## config.mk

```make
export PLATFORM = sky130hd
export DESIGN_NAME = chroma_upsampler
export DESIGN_NICKNAME = d
export VERILOG_FILES = /design/src/rtl/cup_pkg.sv /design/src/rtl/cup_phase.sv /design/src/rtl/cup_pipe.sv /design/src/rtl/cup_recon.sv /design/src/rtl/chroma_upsampler.sv
export SDC_FILE = /design/constraint.sdc
export NUM_CORES = 1
export LEC_CHECK = 0
export ABC_AREA = 1
export BUFFER_PORTS_ARGS = -buffer_cell sky130_fd_sc_hd__buf_2
export CAP_MARGIN = 10
export CORE_UTILIZATION = 27
export DETAILED_ROUTE_END_ITERATION = 10
export SYNTH_ARGS = -nofsm -noshare
export SYNTH_HDL_FRONTEND = slang
export SYNTH_SLANG_ARGS = --single-unit
```

## constraint.sdc

```tcl
create_clock -name clk -period 4.3 [get_ports clk]
set_input_delay 1.075 -clock clk [delete_from_list [all_inputs] [get_ports clk]]
set_output_delay 1.075 -clock clk [all_outputs]
set_load 0.005 [all_outputs]
```

## src/rtl/cup_pkg.sv

```systemverilog
package cup_pkg;
  // widest component the arithmetic supports
  localparam int unsigned MAX_CW = 12;

  // rounded mean of two samples, computed one bit wider so nothing overflows
  function automatic logic [MAX_CW-1:0] mid_round(input logic [MAX_CW-1:0] a,
                                                  input logic [MAX_CW-1:0] b);
    logic [MAX_CW:0] s;
    s = {1'b0, a} + {1'b0, b} + {{MAX_CW{1'b0}}, 1'b1};
    return s[MAX_CW:1];
  endfunction
endpackage

```

## src/rtl/cup_phase.sv

```systemverilog
module cup_phase (
  input  logic clk,
  input  logic rst_n,
  input  logic de,
  output logic odd,
  output logic line_start
);
  logic de_q;
  logic odd_q;

  assign line_start = de && !de_q;
  assign odd        = de && de_q && !odd_q;

  always_ff @(posedge clk or negedge rst_n) begin
    if (!rst_n) begin
      de_q  <= 1'b0;
      odd_q <= 1'b0;
    end else begin
      de_q  <= de;
      odd_q <= odd;
    end
  end


  start_even_chk: assert property (@(posedge clk) disable iff (!rst_n)
    line_start |-> !odd);
endmodule

```

## src/rtl/cup_pipe.sv

```systemverilog
module cup_pipe #(
  parameter int unsigned SW    = 28,
  parameter int unsigned DEPTH = 3
) (
  input  logic          clk,
  input  logic          rst_n,
  input  logic [SW-1:0] din,
  output logic [SW-1:0] taps [DEPTH]
);
  logic [SW-1:0] st [DEPTH];

  for (genvar g = 0; g < DEPTH; g++) begin : g_stage
    if (g == 0) begin : g_head
      always_ff @(posedge clk or negedge rst_n) begin
        if (!rst_n) st[g] <= '0;
        else        st[g] <= din;
      end
    end else begin : g_tail
      always_ff @(posedge clk or negedge rst_n) begin
        if (!rst_n) st[g] <= '0;
        else        st[g] <= st[g-1];
      end
    end
    assign taps[g] = st[g];
  end
endmodule

```

## src/rtl/cup_recon.sv

```systemverilog
module cup_recon
  import cup_pkg::*;
#(
  parameter int unsigned W = 12,
  localparam int unsigned SW = 4 + 2 * W
) (
  input  logic          clk,
  input  logic          rst_n,
  input  logic          interp_en,
  input  logic [SW-1:0] tgt,
  input  logic [SW-1:0] nxt1,
  input  logic [SW-1:0] nxt2,
  output logic          o_de,
  output logic          o_hs,
  output logic          o_vs,
  output logic          o_odd,
  output logic          o_interp,
  output logic [W-1:0]  o_y,
  output logic [W-1:0]  o_cb,
  output logic [W-1:0]  o_cr
);
  localparam int unsigned B_DE  = SW - 1;
  localparam int unsigned B_HS  = SW - 2;
  localparam int unsigned B_VS  = SW - 3;
  localparam int unsigned B_ODD = SW - 4;

  logic         t_de;
  logic         t_odd;
  logic [W-1:0] t_y;
  logic [W-1:0] t_c;
  logic [W-1:0] n1_c;
  logic [W-1:0] n2_c;
  logic         ahead_ok;
  logic         use_mid;
  logic [W-1:0] pair_cb;
  logic [W-1:0] cr_hold;
  logic [W-1:0] y_n;
  logic [W-1:0] cb_n;
  logic [W-1:0] cr_n;
  logic [MAX_CW-1:0] mid_cb;
  logic [MAX_CW-1:0] mid_cr;

  assign t_de  = tgt[B_DE];
  assign t_odd = tgt[B_ODD];
  assign t_y   = tgt[2*W-1:W];
  assign t_c   = tgt[W-1:0];
  assign n1_c  = nxt1[W-1:0];
  assign n2_c  = nxt2[W-1:0];

  // both chroma samples of the next pair are on this line
  assign ahead_ok = nxt1[B_DE] && nxt2[B_DE];
  assign use_mid  = interp_en && t_odd && ahead_ok;

  assign mid_cb = mid_round(MAX_CW'(pair_cb), MAX_CW'(n1_c));
  assign mid_cr = mid_round(MAX_CW'(t_c), MAX_CW'(n2_c));

  always_comb begin
    y_n  = '0;
    cb_n = '0;
    cr_n = '0;
    if (t_de) begin
      y_n = t_y;
      if (!t_odd) begin
        cb_n = t_c;
        cr_n = nxt1[B_DE] ? n1_c : cr_hold;
      end else if (use_mid) begin
        cb_n = mid_cb[W-1:0];
        cr_n = mid_cr[W-1:0];
      end else begin
        cb_n = pair_cb;
        cr_n = t_c;
      end
    end
  end

  always_ff @(posedge clk or negedge rst_n) begin
    if (!rst_n) begin
      pair_cb  <= '0;
      cr_hold  <= '0;
      o_de     <= 1'b0;
      o_hs     <= 1'b0;
      o_vs     <= 1'b0;
      o_odd    <= 1'b0;
      o_interp <= 1'b0;
      o_y      <= '0;
      o_cb     <= '0;
      o_cr     <= '0;
    end else begin
      if (t_de && !t_odd) pair_cb <= t_c;
      if (t_de)           cr_hold <= cr_n;
      o_de     <= t_de;
      o_hs     <= tgt[B_HS];
      o_vs     <= tgt[B_VS];
      o_odd    <= t_odd;
      o_interp <= interp_en;
      o_y      <= y_n;
      o_cb     <= cb_n;
      o_cr     <= cr_n;
    end
  end


  blank_zero_chk: assert property (@(posedge clk) disable iff (!rst_n)
    !o_de |-> (o_y == '0 && o_cb == '0 && o_cr == '0));
endmodule

```

## src/rtl/chroma_upsampler.sv

```systemverilog
module chroma_upsampler #(
  parameter int unsigned W = 12
) (
  input  logic         clk,
  input  logic         rst_n,
  input  logic         interp_en,
  input  logic         in_de,
  input  logic         in_hs,
  input  logic         in_vs,
  input  logic [W-1:0] in_y,
  input  logic [W-1:0] in_c,
  output logic         out_de,
  output logic         out_hs,
  output logic         out_vs,
  output logic [W-1:0] out_y,
  output logic [W-1:0] out_cb,
  output logic [W-1:0] out_cr
);
  localparam int unsigned SW    = 4 + 2 * W;
  localparam int unsigned DEPTH = 3;

  logic          in_odd;
  logic          line_start;
  logic [SW-1:0] stage_in;
  logic [SW-1:0] taps [DEPTH];
  logic          out_odd;
  logic          out_interp;

  cup_phase u_phase (
    .clk        (clk),
    .rst_n      (rst_n),
    .de         (in_de),
    .odd        (in_odd),
    .line_start (line_start)
  );

  assign stage_in = {in_de, in_hs, in_vs, in_odd, in_y, in_c};

  cup_pipe #(.SW(SW), .DEPTH(DEPTH)) u_pipe (
    .clk   (clk),
    .rst_n (rst_n),
    .din   (stage_in),
    .taps  (taps)
  );

  cup_recon #(.W(W)) u_recon (
    .clk       (clk),
    .rst_n     (rst_n),
    .interp_en (interp_en),
    .tgt       (taps[2]),
    .nxt1      (taps[1]),
    .nxt2      (taps[0]),
    .o_de      (out_de),
    .o_hs      (out_hs),
    .o_vs      (out_vs),
    .o_odd     (out_odd),
    .o_interp  (out_interp),
    .o_y       (out_y),
    .o_cb      (out_cb),
    .o_cr      (out_cr)
  );

  // cycles since reset, saturating, so $past never reaches before reset
  logic [2:0] warm;
  always_ff @(posedge clk or negedge rst_n) begin
    if (!rst_n)           warm <= '0;
    else if (warm != 3'd4) warm <= warm + 3'd1;
  end


  ctl_delay_chk: assert property (@(posedge clk) disable iff (!rst_n || warm != 3'd4)
    (out_de == $past(in_de, 4) && out_hs == $past(in_hs, 4) && out_vs == $past(in_vs, 4)));


  line_even_chk: assert property (@(posedge clk) disable iff (!rst_n)
    $rose(out_de) |-> !out_odd);


  odd_follows_chk: assert property (@(posedge clk) disable iff (!rst_n)
    (out_de && out_odd) |-> $past(out_de) && !$past(out_odd));


  repeat_pair_chk: assert property (@(posedge clk) disable iff (!rst_n)
    (out_de && out_odd && !out_interp) |-> (out_cb == $past(out_cb) && out_cr == $past(out_cr)));
endmodule

```

==> results of run 1 <==
## layer usage
layer | GRT usage (%) | part of all wire [%] | routed length, um | vias up
met2 | 18.6 | 45 | 5770 | 76
li1 | - | - | - | 2107
met3 | 2.91 | 3.7 | 472 | 23
met4 | 5.70 | 2.3 | 300 | 0
met5 | 0 | 0 | 0 | -
met1 | 17.0 | 49 | 6240 | 1990
## state kept, by name (all words and copies together), names as in the netlist
register / flops
u_recon.o_vs: 1
u_recon.o_hs: 1
u_pipe.taps: 83
u_recon.cr_hold: 12
u_recon.o_de: 1
u_recon.pair_cb: 12
u_recon.o_cb: 12
u_recon.o_cr: 12
u_phase.de_q: 1
u_recon.o_y: 12
## where the power goes
part           leakage [nW]  total [mW]  internal (mW)  switching, mW
Combinational          1.63       0.374          0.137          0.237
Sequential             1.77        1.53           1.48         0.0513
Clock                 0.307        1.55          0.902          0.644
Total                  3.71        3.45           2.52          0.932
## area by class of cell
type | count | share of cell area, %
Clock buffer | 18 | 6.07
Clock inverter | 14 | 2.60
Inverter | 72 | 3.75
Multi-Input combinational cell | 375 | 26.9
Sequential cell | 147 | 50.9
Tap cell | 280 | 4.84
Timing Repair Buffer | 70 | 5.00
## worst paths after layout
check                                                   to  slack [ns]  depth (start not counted)
max in group asynchronous        u_recon.o_cr[8]$_DFF_PN0_        2.65                          2
setup reg to reg           u_recon.cr_hold[10]$_DFFE_PN0P_        1.88                          5
hold reg to reg                  u_pipe.taps[16]$_DFF_PN0_        0.34                          0
min in group asynchronous        u_pipe.taps[54]$_DFF_PN0_        0.72                          1
setup / recovery           u_recon.cr_hold[10]$_DFFE_PN0P_        1.88                          5
hold / removal                   u_pipe.taps[16]$_DFF_PN0_        0.34                          0
## logic make-up (layout without fill, tap and decap cells)
group / Yosys count / count (layout) / synth area share (%)
xor+xnor: 3 / 3 / 0.440
buf+inv: 85 / 174 / 5.81
flops: 147 / 147 / 61.6
simple gates: 262 / 262 / 18.2
fa+ha+maj: 24 / 24 / 5.28
compound gates: 86 / 86 / 8.62
## critical path: stages (launching register included)
cell and delay (ns):
dfrtp_1 0.72, inv_1 0.47, nor2_4 0.71, o21a_1 0.21
o21ai_0 0.11, nand3_1 0.12
## cells in the mapped netlist
master / n
o211ai_2: 1
xor2_1: 3
clkinv_2: 1
a21o_1: 1
o21ai_1: 2
fa_1: 2
a21oi_1: 24
buf_4: 2
nor2_4: 1
and2_1: 2
buf_2: 3
o211ai_1: 9
inv_1: 71
nand3_1: 39
dfrtp_1: 147
nor2_1: 49
buf_6: 2
nor3_1: 1
o21ai_0: 32
nand3b_1: 2
a211oi_1: 1
nand2_2: 1
nand2_1: 157
clkbuf_1: 6
o21ai_2: 7
ha_1: 22
o21a_1: 9
or2_2: 2
nand4_1: 7
nand4_2: 1
## through the flow
stage	cells	utilization, %	hold slack [ns]	instance area, um2
after floorplan	607	-	0.331	5970
after global placement	944	30.4	0.332	6610
after detailed placement	944	30.4	0.335	6610
after CTS	976	33.2	0.346	7230
after global routing	976	33.2	0.349	7230
final	976	33.2	0.342	7230
## placed cells by master, fill, tap and decap left out, types with 7 or more instances in the layout
master and instances:
nand2_1 157, dfrtp_1 147, inv_1 71, buf_2 67, nor2_1 49, nand3_1 39
o21ai_0 32, a21oi_1 24, ha_1 22, clkbuf_16 17, o211ai_1 9, o21a_1 9
o21ai_2 7, nand4_1 7
==> results.cfg, run 1 <==
[outcome]
status = finished clean

[drt]
firstDrtPassIters = 6
drc = 0
via_per_inst = 4.30
vias = 4196
ant_nets = 0
drtIter0Drc = 203
wirelength_mm = 12.8
wire_per_inst_um = 13.1

[yosys]
ys_seq_area_share_pct = 61.6
synth_top_area_cell = dfrtp_1
synth_nets = 661
synth_cells = 607
yosys.area.top_type_share_pct = 61.6
synth-seq-cells = 147
syn_area_per_cell_um2 = 9.83
syn-cell-area_um2 = 5970
yosys_warnings = 0
synth_cell_types = 30
ys_top_cells_by_area = dfrtp_1, nand2_1, ha_1

[clock_tree]
post_cts.repair.setup_buffers = 0
cts.clk_slew.worst_paths_ns = 0.07
cts_tree = done
cts.repair.resized = 0
cts_made_buffers = 17
clockRootBuffer = clkbuf_16
clock_path_buffers = 2
worstSkewPairLatency_ns = 0.42
clkSinkCount = 147
ctsHoldBuffers = 0
cts.htree.levels = 4

[sta]
setup_viol = 0
relSlewSlack_pct = 44.1
finalSetupTns_ns = 0
slew_violations = 0
worst_slew_pin_slew_ns = 0.838
clock.fmax_mhz = 413
finalHoldViolCount = 0
grt_setup_unrepaired = false
min_period_ns = 2.42
period_share_pct = 56.3
fin_ws_ns = 1.88
clock-skew-final_ns = 0.00708

[global_route]
grt_max_degree = 95
grt_pass1_vias = 4091
grt.overflow.total = 0
grt_pass1_wl_mm = 21.0
grt_usage_pct = 12.4
antenna_found_initial = 0

[setup_path]
critPathCaptureType = flop
cp_max_fo = 33
required_ns = 4.65
startpoint = u_pipe.taps[27]$_DFF_PN0_
r2r_start = u_pipe.taps[27]$_DFF_PN0_
startpoint_type = flop
arrival_ns = 2.77
crit_type = flop to flop

[placed_design]
pre_cts_slack_ns = 1.63
gp_congestion = 0.838
hpwl_mm = 9.02
io_buffers = 68

[power_and_ir_drop]
power.density_nw_per_um2 = 477
cellLeakagePower_nw = 3.71
vdd_ir_drop_max_uv = 270
power.total_mw = 3.45

[die]
fp.dieArea_um2 = 22700
core-area_um2 = 21800
fp.dieW_um = 151
die_height_um = 151
initial_core_util_pct = 27.4
rows = 54
num_io_pins = 69

[cells_and_area]
nFillCells = 2280
syn_to_final_growth_pct = 21.2
regArea_um2 = 3680
multi_input_area_um2 = 1940
diodes = 0
nets = 737
drive_gt1_share_pct = 16.7

[run]
cap_violations = 0

[min_path]
holdCritStartpoint = u_pipe.taps[44]$_DFF_PN0_
hp-class = flop to flop
Power figures use the tool's default switching activity.
==> inputs of run 2 (changes only) <==
ABC_AREA = 0   (was 1)
clock period = 2.45 ns   (was 4.3 ns; I/O delays follow)
==> run 2 against run 1 <==
Against the previous run:
- clock skew is 0.0038 ns higher
- highest routed layer unchanged
- critical path depth is 2 higher
- synthesized cell count is 18% lower
- final cell count is 10% lower
- count of clock-buffer cells in the layout is 1 lower
- first-iteration DRC count is 110% higher
==> results.cfg, run 2 <==
[outcome]
status = finished clean

[cells_and_area]
finalNonFillerCells = 877
nets = 643
regArea_um2 = 3680
multi_input_area_um2 = 2060
final_cell_mix = dfrtp_1, buf_2, nand2_1
largest_reg_flops = 83
syn_to_final_growth_pct = 23.7
final_area_um2 = 7240
final_common_cell = dfrtp_1
diodes = 0
nFillCells = 2046
drive_gt1_share_pct = 21.8

[sta]
relSlewSlack_pct = 61.3
min_period_ns = 2.31
finalSetupTns_ns = 0
clock.fmax_mhz = 432
worst_slew_pin_slew_ns = 0.580
grt_setup_unrepaired = false
setup_viol = 0
fin_ws_ns = 0.137
finalHoldViolCount = 0
period_share_pct = 94.4
slew_violations = 0
clock-skew-final_ns = 0.0109

[setup_path]
r2r_start = u_pipe.taps[28]$_DFF_PN0_
cp_top_family = compound AO/OA/AOI/OAI gates
slowest_delay_ns = 0.47
arrival_ns = 2.61
reg2regPathDepth = 7
crit_chain = nor2_1 -> fa_1 -> nand2b_1 -> a21oi_1 -> o21a_1 -> a211oi_1 -> o32ai_1
cp.buffers_inverters = 0
cp_slowest_cell = dfrtp_1
reg2reg_to = u_recon.o_cb[11]$_DFF_PN0_
r2r_slack_ns = 0.14
cp_max_fo = 5
critPathCaptureType = flop
crit_type = flop to flop
required_ns = 2.75
startpoint_type = flop

[clock_tree]
cts.repair.resized = 0
cts.clk_slew.worst_paths_ns = 0.06
ctsHoldBuffers = 0
cts.htree.levels = 4
worstSkewPairLatency_ns = 0.42
post_cts.repair.setup_buffers = 0
cts_made_buffers = 17
clock_path_buffers = 2
clockRootBuffer = clkbuf_16
clkSinkCount = 147
cts_tree = done

[global_route]
grt_usage_pct = 13.4
grt_max_degree = 58
grt_pass1_vias = 4144
antenna_found_initial = 0
grt.overflow.total = 0
grt_pass1_wl_mm = 22.4

[drt]
wire_per_inst_um = 15.6
wirelength_mm = 13.7
via_per_inst = 4.54
vias = 3981
drtIter0Drc = 418
drc = 0
firstDrtPassIters = 5
ant_nets = 0

[power_and_ir_drop]
vdd_ir_drop_max_uv = 444
power.density_nw_per_um2 = 831
cellLeakagePower_nw = 3.45
power.total_mw = 6.01

[yosys]
synth-seq-cells = 147
syn_area_per_cell_um2 = 11.7
synthFlopType = dfrtp_1
yosys_warnings = 0
syn-cell-area_um2 = 5850
synth_top_area_cell = dfrtp_1
synthArstFlopShare_pct = 100
synth_nets = 553
ys_seq_area_share_pct = 62.9
synth_cells = 499
synth_edf_count = 0
yosys.area.top_type_share_pct = 62.9
synth.most_common_cell = dfrtp_1
synth_top_cells_by_count = dfrtp_1, nand2_1, nor2_1
ys_top_cells_by_area = dfrtp_1, ha_1, nand2_1
synth_cell_types = 56

[die]
rows = 53
die_height_um = 149
num_io_pins = 69
fp.dieArea_um2 = 22300
fp.dieW_um = 149
core-area_um2 = 21200
initial_core_util_pct = 27.7

[min_path]
hp-class = input port to async pin

[run]
cap_violations = 0

[placed_design]
postPlaceCellArea_um2 = 6650
hpwl_mm = 9.44
io_buffers = 68
pre_cts_slack_ns = 0.231
gp_congestion = 0.876
dp_cells = 845
run 2: metal layers:
layer / vias to the layer above / part of all wire (%) / GRT usage, % / wire length [um]
met1: 1957 / 48 / 18.1 / 6620
met2: 93 / 46 / 20.5 / 6320
met5: - / 0 / 0 / 0
met4: 0 / 1.4 / 6.02 / 188
li1: 1920 / - / - / -
met3: 11 / 4.4 / 3.21 / 600
run 2: cells by family (layout without fill, tap and decap cells):
| group | after synthesis | in the layout | synth area share (%) |
|---|---|---|---|
| compound gates | 110 | 110 | 12.6 |
| fa+ha+maj | 24 | 24 | 5.39 |
| xor+xnor | 11 | 11 | 1.65 |
| mux | 17 | 17 | 2.95 |
| buf+inv | 28 | 131 | 1.90 |
| simple gates | 162 | 162 | 12.6 |
| flops | 147 | 147 | 62.9 |
run 2: final cells by class:
class | count | area share [%]
repair buffers | 89 | 7.31
flip-flops and latches | 147 | 50.8
inverters | 10 | 0.519
clock inverters | 15 | 2.25
well taps | 275 | 4.75
multi-input cells | 324 | 28.5
clock buffers | 17 | 5.88
run 2: worst max-delay path by stage:
stage,startpoint,endpoint,cells after the start
after global routing,u_pipe.taps[28]$_DFF_PN0_,u_recon.o_cb[11]$_DFF_PN0_,7
after global placement,u_pipe.taps[28]$_DFF_PN0_,u_recon.o_cb[11]$_DFF_PN0_,7
after CTS,u_pipe.taps[28]$_DFF_PN0_,u_recon.o_cb[11]$_DFF_PN0_,7
final,u_pipe.taps[28]$_DFF_PN0_,u_recon.o_cb[11]$_DFF_PN0_,7
after floorplan,u_pipe.taps[33]$_DFF_PN0_,u_recon.o_cb[10]$_DFF_PN0_,6
after detailed placement,u_pipe.taps[28]$_DFF_PN0_,u_recon.o_cb[11]$_DFF_PN0_,7
run 2: stage by stage:
stage | utilization (%) | hold slack, ns
2_1_floorplan | - | 0.317
3_3_place_gp | 31.4 | 0.332
3_5_place_dp | 31.4 | 0.335
4_1_cts | 34.2 | 0.119
5_1_grt | 34.2 | 0.132
6_report | 34.2 | 0.114
run 2: report_power, final:
group	total [mW]	internal [mW]	switching [mW]
clock network	2.58	1.45	1.12
registers	2.70	2.60	0.101
logic	0.736	0.315	0.421
